File: src/rtl/mcell_pkg.sv
package mcell_pkg;

  typedef enum logic [1:0] {
    MODE_COMB  = 2'b00,
    MODE_STCLK = 2'b01,
    MODE_CE    = 2'b10,
    MODE_COMB2 = 2'b11
  } mode_e;

  // Inverting pad buffer after the polarity XOR
  function automatic logic pin_level(logic core, logic inv);
    return ~(core ^ inv);
  endfunction

  function automatic logic is_registered(logic [1:0] m);
    return (m == MODE_STCLK) || (m == MODE_CE);
  endfunction

  // Load strobe of the normal (non-preload) path
  function automatic logic load_fire(logic [1:0] m, logic e_now, logic e_rise);
    return ((m == MODE_CE) && e_now) || ((m == MODE_STCLK) && e_rise);
  endfunction

endpackage

File: src/rtl/mcell_eterm.sv
module mcell_eterm (
  input  logic clk,
  input  logic rst_n,
  input  logic e_term,
  input  logic e_inv,
  output logic e_eff,
  output logic e_rise
);
  logic e_last;

  assign e_eff  = e_term ^ e_inv;
  assign e_rise = e_eff & ~e_last;

  // Starts high so a term already true after power-up gives no edge
  always_ff @(posedge clk or negedge rst_n) begin
    if (!rst_n) e_last <= 1'b1;
    else        e_last <= e_eff;
  end
endmodule

File: src/rtl/mcell_reg.sv
module mcell_reg
  import mcell_pkg::*;
(
  input  logic       clk,
  input  logic       clr,
  input  logic [1:0] mode,
  input  logic       d,
  input  logic       e_eff,
  input  logic       e_rise,
  input  logic       pre_en,
  input  logic       pre_val,
  output logic       q,
  output logic       core
);
  logic load;

  assign load = load_fire(mode, e_eff, e_rise);

  always_ff @(posedge clk or posedge clr) begin
    if (clr)         q <= 1'b0;
    else if (pre_en) q <= pre_val;
    else if (load)   q <= d;
  end

  assign core = is_registered(mode) ? q : d;
endmodule

File: src/rtl/mcell_pad.sv
module mcell_pad
  import mcell_pkg::*;
#(
  parameter bit BURIED = 1'b0
) (
  input  logic core,
  input  logic out_inv,
  input  logic oe,
  input  logic pin_in,
  output logic pin_out,
  output logic pin_oe,
  output logic fb_pin
);
  generate
    if (BURIED) begin : g_buried
      logic unused_pad;
      assign unused_pad = ^{core, out_inv, oe};
      assign pin_oe  = 1'b0;
      assign pin_out = 1'b1;
      assign fb_pin  = pin_in;
    end else begin : g_pin
      assign pin_oe  = oe;
      assign pin_out = pin_level(core, out_inv);
      assign fb_pin  = oe ? pin_out : pin_in;
    end
  endgenerate
endmodule

File: src/rtl/mcell_bank.sv
module mcell_bank
  import mcell_pkg::*;
#(
  parameter int          NC          = 4,
  parameter logic [NC-1:0] BURIED_MASK = 4'b1000
) (
  input  logic            clk,
  input  logic            rst_n,
  input  logic [2*NC-1:0] cfg_mode,
  input  logic [NC-1:0]   cfg_out_inv,
  input  logic [NC-1:0]   cfg_e_inv,
  input  logic [NC-1:0]   d_term,
  input  logic [NC-1:0]   e_term,
  input  logic [NC-1:0]   oe_term,
  input  logic            ar_term,
  input  logic            pre_en,
  input  logic [NC-1:0]   pre_val,
  input  logic [NC-1:0]   pin_in,
  output logic [NC-1:0]   pin_out,
  output logic [NC-1:0]   pin_oe,
  output logic [NC-1:0]   fb_core,
  output logic [NC-1:0]   fb_core_n,
  output logic [NC-1:0]   fb_pin
);
  localparam int MW = 2;

  // Named internal events for the checker
  logic          clr;
  logic [NC-1:0] q_int;
  logic [NC-1:0] e_eff_int;
  logic [NC-1:0] e_rise_int;
  logic [NC-1:0] core_int;

  assign clr = ar_term | ~rst_n;

  generate
    for (genvar i = 0; i < NC; i++) begin : g_cell
      mcell_eterm u_eterm (
        .clk    (clk),
        .rst_n  (rst_n),
        .e_term (e_term[i]),
        .e_inv  (cfg_e_inv[i]),
        .e_eff  (e_eff_int[i]),
        .e_rise (e_rise_int[i])
      );

      mcell_reg u_reg (
        .clk     (clk),
        .clr     (clr),
        .mode    (cfg_mode[MW*i +: MW]),
        .d       (d_term[i]),
        .e_eff   (e_eff_int[i]),
        .e_rise  (e_rise_int[i]),
        .pre_en  (pre_en),
        .pre_val (pre_val[i]),
        .q       (q_int[i]),
        .core    (core_int[i])
      );

      mcell_pad #(.BURIED(BURIED_MASK[i])) u_pad (
        .core    (core_int[i]),
        .out_inv (cfg_out_inv[i]),
        .oe      (oe_term[i]),
        .pin_in  (pin_in[i]),
        .pin_out (pin_out[i]),
        .pin_oe  (pin_oe[i]),
        .fb_pin  (fb_pin[i])
      );
    end
  endgenerate

  assign fb_core   = core_int;
  assign fb_core_n = ~core_int;
endmodule

File: config.mk
export PLATFORM = sky130hd
export DESIGN_NAME = mcell_bank
export DESIGN_NICKNAME = d
export VERILOG_FILES = /design/src/rtl/mcell_pkg.sv /design/src/rtl/mcell_eterm.sv /design/src/rtl/mcell_reg.sv /design/src/rtl/mcell_pad.sv /design/src/rtl/mcell_bank.sv
export SDC_FILE = /design/constraint.sdc
export NUM_CORES = 1
export LEC_CHECK = 0
export ABC_CLOCK_PERIOD_IN_PS = 1600
export BUFFER_PORTS_ARGS = -buffer_cell sky130_fd_sc_hd__buf_4
export CAP_MARGIN = 20
export CORE_MARGIN = 3
export CORE_UTILIZATION = 25
export CTS_CLUSTER_DIAMETER = 200
export DETAILED_ROUTE_END_ITERATION = 7
export GPL_TIMING_DRIVEN = 1
export SYNTH_ARGS = -nofsm -noshare
export SYNTH_HDL_FRONTEND = slang
export SYNTH_SLANG_ARGS = --single-unit
export TNS_END_PERCENT = 30
File: constraint.sdc
create_clock -name clk -period 1.6 [get_ports clk]
set_clock_uncertainty 0.1 [all_clocks]
set_input_delay 0.16 -clock clk [delete_from_list [all_inputs] [get_ports clk]]
set_output_delay 0.16 -clock clk [all_outputs]
set_load 0.05 [all_outputs]
==> results.toml, run 1 <==
[placement]
port_buffers = 53
gp_congestion = 0.6848
dp_cells = 170
hpwl_um = 1717

[synth]
synth_cell_types = 16
synth-xor-area-share = 0.1024
synth-compound-area-share = 0.1162
yosys.area_share.adder = 0.1223
synth_area_leaders = "buf_4, dfstp_2, dfrtp_1, ha_1, inv_1"
syn-mean-instance-area_um2 = 9.515
ys_seq_area_frac = 0.2508
syn_nets = 134
ys_ff_latch = 8
synthCells = 86
yosysTopAreaCell = "buf_4"
synth-simple-area-share = 0.07492
yosysTopAreaCellShare = 0.1468
yosys_warnings = 0
synth_area_um2 = 818.3
synth_top_family_by_area = "buffers and inverters"
synthMuxAreaShare = 0.1177

[global_route]
busiest_layer = "met2"
grt_pass1_vias = 783
grt_pass1_wl_um = 3291
globalRouteMet2Util = 0.2003
antenna_found_initial = 0
gr-usage-all-layers = 0.1023
use_met1 = 0.1015
grt_max_degree = 9
overflow = 0
met3_usage = 0.03565

[power]
peakVddDrop_v = 0.0002600
power_density_nw_per_um2 = 718.3
p_leak_nw = 0.6949
p_total_mw = 1.015

[final_layout]
fin_cells = 185
area_growth_pct = 72.63
diodes = 0
final_nets = 191
layout.cells.most_common = "buf_4"
final_cell_mix = "buf_4, inv_1, dlygate4sd3_1"
fin_util = 0.4589
nFillCells = 300
drive_above_1_share = 0.5745

[sta]
finalCritPeriodShare = 1.009
period_minus_slack_ns = 1.614
fin_ws_ns = -0.01448
rsz0062_at_grt = "true"
hold_viol = 0
setup_viol = 2
slew_viol_final = 0
fmax_mhz = 619.4

[die]
die_y_um = 63.21
core_area_um2 = 3078
die_x_um = 63.21
rows = 20
dieArea_um2 = 3996
io_pins = 60
start_util = 0.2659

[clock_network]
cts_buffers = 3
clock_sinks = 8
htree_levels = 1
path_clk_slew_ns = 0.05
tritoncts = "built"
cts_root_buffer = "clkbuf_4"
cts_max_path_buffers = 2
clock_latency_ns = 0.25

[drt]
wl_per_cell_um = 10.85
via_per_inst = 4.005
routed-via-count = 741
wl_um = 2007
firstDrtPassIters = 4
drt.antenna.violating_nets = 0
drc_errors = 0
drtIter0Drc = 3

[critical_path]
r2r_start = "g_cell[3].u_eterm.e_last"
arrival_ns = 1.35
crit_start = "g_cell[1].u_reg.q"
critical_path.max_fanout = 2
start_kind = "register"
r2r_slack_ns = 0.51
worstPathRequired_ns = 1.34
cp-end-kind = "output pin"
crit_type = "register to output pin"

[min_path]
holdCritPathClass = "input port to register"
hold_start = "pre_val[2]"

[status]
outcome = "finished, violations left"
violations = "setup timing"

[run]
cap_viol_max_count = 0
## report_power, final
part | total [mW] | internal, mW | leakage, nW | switching (mW)
Combinational | 0.620 | 0.269 | 0.589 | 0.352
Clock | 0.149 | 0.0855 | 0.0138 | 0.0632
Sequential | 0.246 | 0.232 | 0.0925 | 0.0139
## flip-flops by register name, summed over array words and instances, names as in the netlist
| signal | flops |
|---|---|
| g_cell.u_eterm.e_last | 4 |
| g_cell.u_reg.q | 4 |
## area by class of cell
| cell class | instances | area [um^2] | area share |
|---|---|---|---|
| clock buffer | 3 | 22.52 | 0.01594 |
| timing repair buffer | 68 | 546.8 | 0.3871 |
| inverter | 13 | 71.32 | 0.05049 |
| sequential | 8 | 205.2 | 0.1453 |
| tap | 44 | 55.05 | 0.03897 |
| multi-input combinational | 49 | 511.7 | 0.3623 |
## worst max-delay path, stage by stage (launching register included)
cell	delay [ns]
dfrtp_1	0.40
mux2i_4	0.19
xor2_2	0.10
mux2_4	0.27
buf_6	0.15
## path summary, 6_finish.rpt
kind                                            endpoint  depth (start not counted)
worst min register to register         g_cell[3].u_reg.q                          2
worst max-delay path                           fb_pin[1]                          4
max in group asynchronous              g_cell[3].u_reg.q                          3
worst max register to register         g_cell[3].u_reg.q                          3
worst min-delay path                   g_cell[2].u_reg.q                          3
min in group asynchronous       g_cell[1].u_eterm.e_last                          2
## cell families after synthesis
group | after synthesis
AO/OA/AOI/OAI | 12
XOR/XNOR | 7
adder cells (fa/ha/maj) | 8
buffers and inverters | 29
flip-flops | 8
multiplexers | 7
other | 2
AND/OR/NAND/NOR | 13
## through the flow
| step | area [um^2] | hold WS (ns) | setup TNS, ns | worst slack, ns |
|---|---|---|---|---|
| finish | 1413 | 0.04657 | -0.01876 | -0.01448 |
| global route | 1413 | 0.04963 | -0.2064 | -0.07791 |
| CTS | 1403 | 0.002248 | -0.08270 | -0.03150 |
| detailed placement | 1264 | 0.04522 | -0.1041 | -0.04539 |
| global placement | 1264 | 0.04679 | -0.06513 | -0.02328 |
| floorplan | 930.9 | -0.08784 | -0.5016 | -0.1454 |
## synth_stat cells, drive strengths merged
| cell type | number |
|---|---|
| buf | 16 |
| inv | 13 |
| ha | 8 |
| nand2 | 8 |
| xor2 | 7 |
| nor2b | 5 |
| dfrtp | 4 |
| dfstp | 4 |
| mux2i | 4 |
| o2111ai | 4 |
| o211ai | 4 |
| o21a | 4 |
| mux2 | 3 |
| conb | 2 |
## what timing repair did
item                                    4_1_cts  5_1_grt
resized for setup                             3        0
setup buffers                                 2        0
hold endpoints to repair                     12        1
pin swaps                                     1        2
endpoints found under the setup margin        3        3
hold buffers                                  9        1
## per-layer routing
layer / wire length (um) / vias to the layer above
met4: 0 / 0
met3: 145 / 0
met5: 0 / -
met1: 689 / 343
met2: 1171 / 26
li1: - / 372
No activity file was read; power rests on OpenSTA's default activity.
==> run 2: changes to the inputs <==
--- a/config.mk
+++ b/config.mk
@@ -7,3 +7,2 @@
 export LEC_CHECK = 0
-export ABC_CLOCK_PERIOD_IN_PS = 1600
 export BUFFER_PORTS_ARGS = -buffer_cell sky130_fd_sc_hd__buf_4
==> constraint.sdc (replaced) <==
create_clock -name clk -period 1.6 [get_ports clk]
set_clock_uncertainty 0.1 [all_clocks]
set_input_delay 0.08 -clock clk [delete_from_list [all_inputs] [get_ports clk]]
set_output_delay 0.08 -clock clk [all_outputs]
set_load 0.05 [all_outputs]
==> run 2 against run 1 <==
The flow now finishes without violations; clock power up 11%; die area unchanged; wire length increased by 9.0%; flip-flop and latch count unchanged; maximum frequency grew 4.7%; final area is 0.62% higher; register-to-register slack got worse by 0.02 ns; utilization rose by 0.28 points; worst hold slack lost 0.041 ns; via count rose by 4.2%; count of clock-buffer cells in the layout increased by 1.
==> results.toml, run 2 (synthesis results as in run 1) <==
[drt]
drt.antenna.violating_nets = 0
via_per_inst = 4.042
firstDrtPassIters = 3
drc_errors = 0
drtIter0Drc = 10
routed-via-count = 772
wl_per_cell_um = 11.46
wl_um = 2188

[global_route]
use_met1 = 0.1117
busiest_layer = "met2"
globalRouteMet2Util = 0.2200
grt_max_degree = 9
overflow = 0
grt_pass1_vias = 848
gr-usage-all-layers = 0.1125
met3_usage = 0.03565
grt_pass1_wl_um = 3601
antenna_found_initial = 0

[placement]
placed_area_um2 = 1194
gp_congestion = 0.6673
port_buffers = 53
pre_cts_slack_ns = 0.04475
hpwl_um = 1640

[critical_path]
crit_type = "register to output pin"
r2r_cells = 3
crit_end = "fb_pin[2]"
start_kind = "register"
cp-end-kind = "output pin"
r2r_slack_ns = 0.49
crit_start = "g_cell[2].u_reg.q"
cp_slowest_stage_delay_ns = 0.40
cpMaxStageDelayCell = "dfrtp_1"
worstPathRequired_ns = 1.42
arrival_ns = 1.36
r2r_start = "g_cell[2].u_eterm.e_last"
reg2reg_to = "g_cell[2].u_reg.q"
crit_chain = "mux2i_4 > xor2_2 > mux2_4 > buf_6"
critical_path.max_fanout = 3

[sta]
period_minus_slack_ns = 1.542
fin_ws_ns = 0.05783
slew_viol_final = 0
setup_viol = 0
rsz0062_at_grt = "true"
hold_viol = 0
finalCritPeriodShare = 0.9639
fmax_mhz = 648.4
fin_tns_setup_ns = 0

[clock_network]
tritoncts = "built"
cts_root_buffer = "clkbuf_4"
cts_max_path_buffers = 2
cts_buffers = 3
clock_sinks = 8
htree_levels = 1
path_clk_slew_ns = 0.06
clock_latency_ns = 0.25

[final_layout]
area_growth_pct = 73.70
drive_above_1_share = 0.5170
design_area_um2 = 1421
fin_util = 0.4618
final_nets = 196
reg.largest.list = "g_cell.u_eterm.e_last x4, g_cell.u_reg.q x4"
diodes = 0
layout.cells.most_common = "buf_4"
final_cell_mix = "buf_4, dlygate4sd3_1, inv_1"

[die]
dieArea_um2 = 3996
start_util = 0.2659
io_pins = 60
die_y_um = 63.21
core_area_um2 = 3078
rows = 20
die_x_um = 63.21

[power]
power_density_nw_per_um2 = 722.2
p_leak_nw = 0.7103
p_total_mw = 1.027
peakVddDrop_v = 0.0002117

[status]
outcome = "finished, final reports clean"

[run]
cap_viol_max_count = 0

[min_path]
holdCritPathClass = "input port to register"
[run 2: cell types whose count changed in the layout (fill, tap and decap cells not counted), sizes merged]
cell         delta
dlygate4sd3     +6
buf             -1
clkbuf          +1
[run 2: metrics by stage]
step | hold slack [ns] | std cells
final | 0.005980 | 191
after floorplan | -0.1678 | 86
after global placement | -0.03744 | 167
after detailed placement | -0.04222 | 167
after global routing | 0.009850 | 191
after CTS | 0.002462 | 188
[run 2: how the worst min path moves through the flow]
stage	from	end	slack [ns]	depth (start not counted)
CTS	pre_en	g_cell[0].u_reg.q	0.002	3
global route	pre_en	g_cell[0].u_reg.q	0.01	3
global placement	rst_n	g_cell[1].u_eterm.e_last	-0.04	1
detailed placement	rst_n	g_cell[1].u_eterm.e_last	-0.04	1
floorplan	rst_n	g_cell[0].u_eterm.e_last	-0.17	0
finish	pre_en	g_cell[0].u_reg.q	0.006	3
[run 2: area by class of cell]
| class | instances | area, um^2 |
|---|---|---|
| well taps | 44 | 55.05 |
| clock buffers | 4 | 26.28 |
| inverters | 13 | 48.80 |
| multi-input cells | 49 | 486.7 |
| repair buffers | 73 | 599.3 |
| flip-flops and latches | 8 | 205.2 |
| fillers | 307 | 1657 |
[run 2: worst max-delay path, delay by kind of cell, from the launching register on]
kind | cells | cell delay (ns)
multiplexers | 2 | 0.47
flip-flops | 1 | 0.40
buffers and inverters | 1 | 0.15
XOR/XNOR | 1 | 0.10
[run 2: report_power, final]
part	internal [mW]	leakage [nW]	switching, mW
clock network	0.0955	0.0150	0.0700
logic	0.268	0.603	0.348
registers	0.232	0.0925	0.0135
[run 2: what timing repair did]
| item | 4_1_cts | 5_1_grt |
|---|---|---|
| setup buffers | 1 | 3 |
| hold buffers | 16 | 0 |
| resized for setup | 1 | 2 |
| gates cloned | 0 | 0 |
| endpoints found under the hold margin | 16 | 0 |
| endpoints found under the setup margin | 2 | 3 |
[run 2: routing by layer]
metal / vias to the layer above / share of wire
li1: 378 / -
met1: 364 / 0.36
met2: 30 / 0.56
met3: 0 / 0.077
met4: 0 / 0
met5: - / 0
==> run 3: changes to the inputs <==
Settings changed: PLACE_DENSITY from default to 0.6.
Clock period 1.6 ns to 1.8 ns, I/O delays scaled along.
==> run 3 against run 2 <==
Sequential share of layout area grew 1.1 points; register-to-register slack gained 0.23 ns; count of clock-buffer cells in the layout shrank 1; first-iteration DRC count grew 60%; sequential power shrank 12%; critical path depth is the same; clock power shrank 19%; combinational power shrank 19%; utilization shrank 3.2 points; setup slack gained 0.099 ns; critical path type unchanged.
==> results.toml, run 3 (synthesis results as in run 1) <==
[status]
outcome = "finished, final reports clean"

[final_layout]
final_nets = 190
diodes = 0
reg.largest.list = "g_cell.u_eterm.e_last x4, g_cell.u_reg.q x4"
layout.cells.most_common = "buf_4"
area_growth_pct = 61.62
nFillCells = 315
final_cell_mix = "buf_4, dlygate4sd3_1, inv_1"
drive_above_1_share = 0.4929
design_area_um2 = 1323

[drt]
top_layer_used = "met3"
wl_um = 1775
drtIter0Drc = 16
drt.antenna.violating_nets = 0
wl_per_cell_um = 9.647
drc_errors = 0
routed-via-count = 733
met1_length_um = 680
wl_met3_um = 189
firstDrtPassIters = 4
wl_met2_um = 905
via_per_inst = 3.984

[clock_network]
cts_max_path_buffers = 2
path_clk_slew_ns = 0.05
htree_levels = 1
cts_buffers = 3
clock_latency_ns = 0.25
cts_root_buffer = "clkbuf_4"
clock_sinks = 8
tritoncts = "built"

[global_route]
grt_pass1_wl_um = 2939
grt_max_degree = 9
overflow = 0
grt_pass1_vias = 727
antenna_found_initial = 0
gr-usage-all-layers = 0.08969

[critical_path]
crit_type = "register to output pin"
cp-end-kind = "output pin"
start_kind = "register"
cpMaxStageDelayCell = "dfrtp_1"
r2r_cells = 3
critical_path.max_fanout = 3
r2r_start = "g_cell[3].u_eterm.e_last"
r2r_slack_ns = 0.72
arrival_ns = 1.45
crit_chain = "mux2i_2 > xor2_2 > mux2_4 > buf_4"
worstPathRequired_ns = 1.61
reg2reg_to = "g_cell[3].u_reg.q"
cp_slowest_stage_delay_ns = 0.38

[placement]
port_buffers = 53
gp_congestion = 0.6629
hpwl_um = 1558
placed_area_um2 = 1160

[die]
rows = 20
io_pins = 60
die_x_um = 63.21
dieArea_um2 = 3996
die_y_um = 63.21
core_area_um2 = 3078
start_util = 0.2659

[sta]
finalCritPeriodShare = 0.9127
period_minus_slack_ns = 1.643
whs_ns = 0.01428
setup_viol = 0
hold_viol = 0
rsz0062_at_grt = "false"
fmax_mhz = 608.7
slew_viol_final = 0

[power]
p_total_mw = 0.8478
p_leak_nw = 0.6814
power_density_nw_per_um2 = 641.1
peakVddDrop_v = 0.0003064

[min_path]
holdPathStages = 3
whs_endpoint = "g_cell[2].u_reg.q"
hold_start = "pre_en"
holdCritPathClass = "input port to register"

[run]
cap_viol_max_count = 0
-- run 3: layout make-up --
cell class              instances  area, um^2  share of cell area
flip-flops and latches          8       205.2              0.1552
well taps                      44       55.05             0.04163
multi-input cells              49       452.9              0.3425
repair buffers                 67       538.0              0.4068
inverters                      13       48.80             0.03690
clock buffers                   3       22.52             0.01703
-- run 3: worst max-delay path by stage --
stage                      endpoint  slack, ns              start
after floorplan           fb_pin[1]      -0.12        cfg_mode[2]
after global placement    fb_pin[2]       0.25        cfg_mode[4]
after detailed placement  fb_pin[2]       0.23        cfg_mode[4]
after CTS                 fb_pin[1]       0.13  g_cell[1].u_reg.q
after global routing      fb_pin[1]       0.07  g_cell[1].u_reg.q
final                     fb_pin[2]       0.16  g_cell[2].u_reg.q
-- run 3: repair_timing --
action / in CTS / in global routing
hold endpoints to repair: 16 / 0
setup endpoints to repair: 0 / 0
hold buffers: 14 / 0
setup buffers: 0 / 0
resized for setup: 0 / 0
-- run 3: critical path, delay by kind of cell, from the launching register on --
family	cells	cell delay [ns]
mux	2	0.52
flops	1	0.38
xor+xnor	1	0.11
buf+inv	1	0.19
-- run 3: stage by stage --
| step | TNS [ns] | setup slack [ns] | std cells | util |
|---|---|---|---|---|
| after floorplan | -0.2339 | -0.1170 | 86 | - |
| after global placement | 0 | 0.2501 | 167 | 0.3768 |
| after detailed placement | 0 | 0.2254 | 167 | 0.3768 |
| after CTS | 0 | 0.1348 | 184 | 0.4297 |
| after global routing | 0 | 0.06794 | 184 | 0.4297 |
| final | 0 | 0.1571 | 184 | 0.4297 |
-- run 3: per-layer routing --
layer  GRT usage  vias up
met2      0.1700       36
met3     0.04100        0
met1     0.08981      330
met5           0        -
li1            -      367
met4     0.01617        0
-- run 3: where the power goes --
| part | switching, mW | internal (mW) | leakage [nW] |
|---|---|---|---|
| sequential | 0.0102 | 0.206 | 0.0925 |
| clock | 0.0580 | 0.0761 | 0.0138 |
| combinational | 0.294 | 0.203 | 0.575 |
| total | 0.362 | 0.486 | 0.681 |
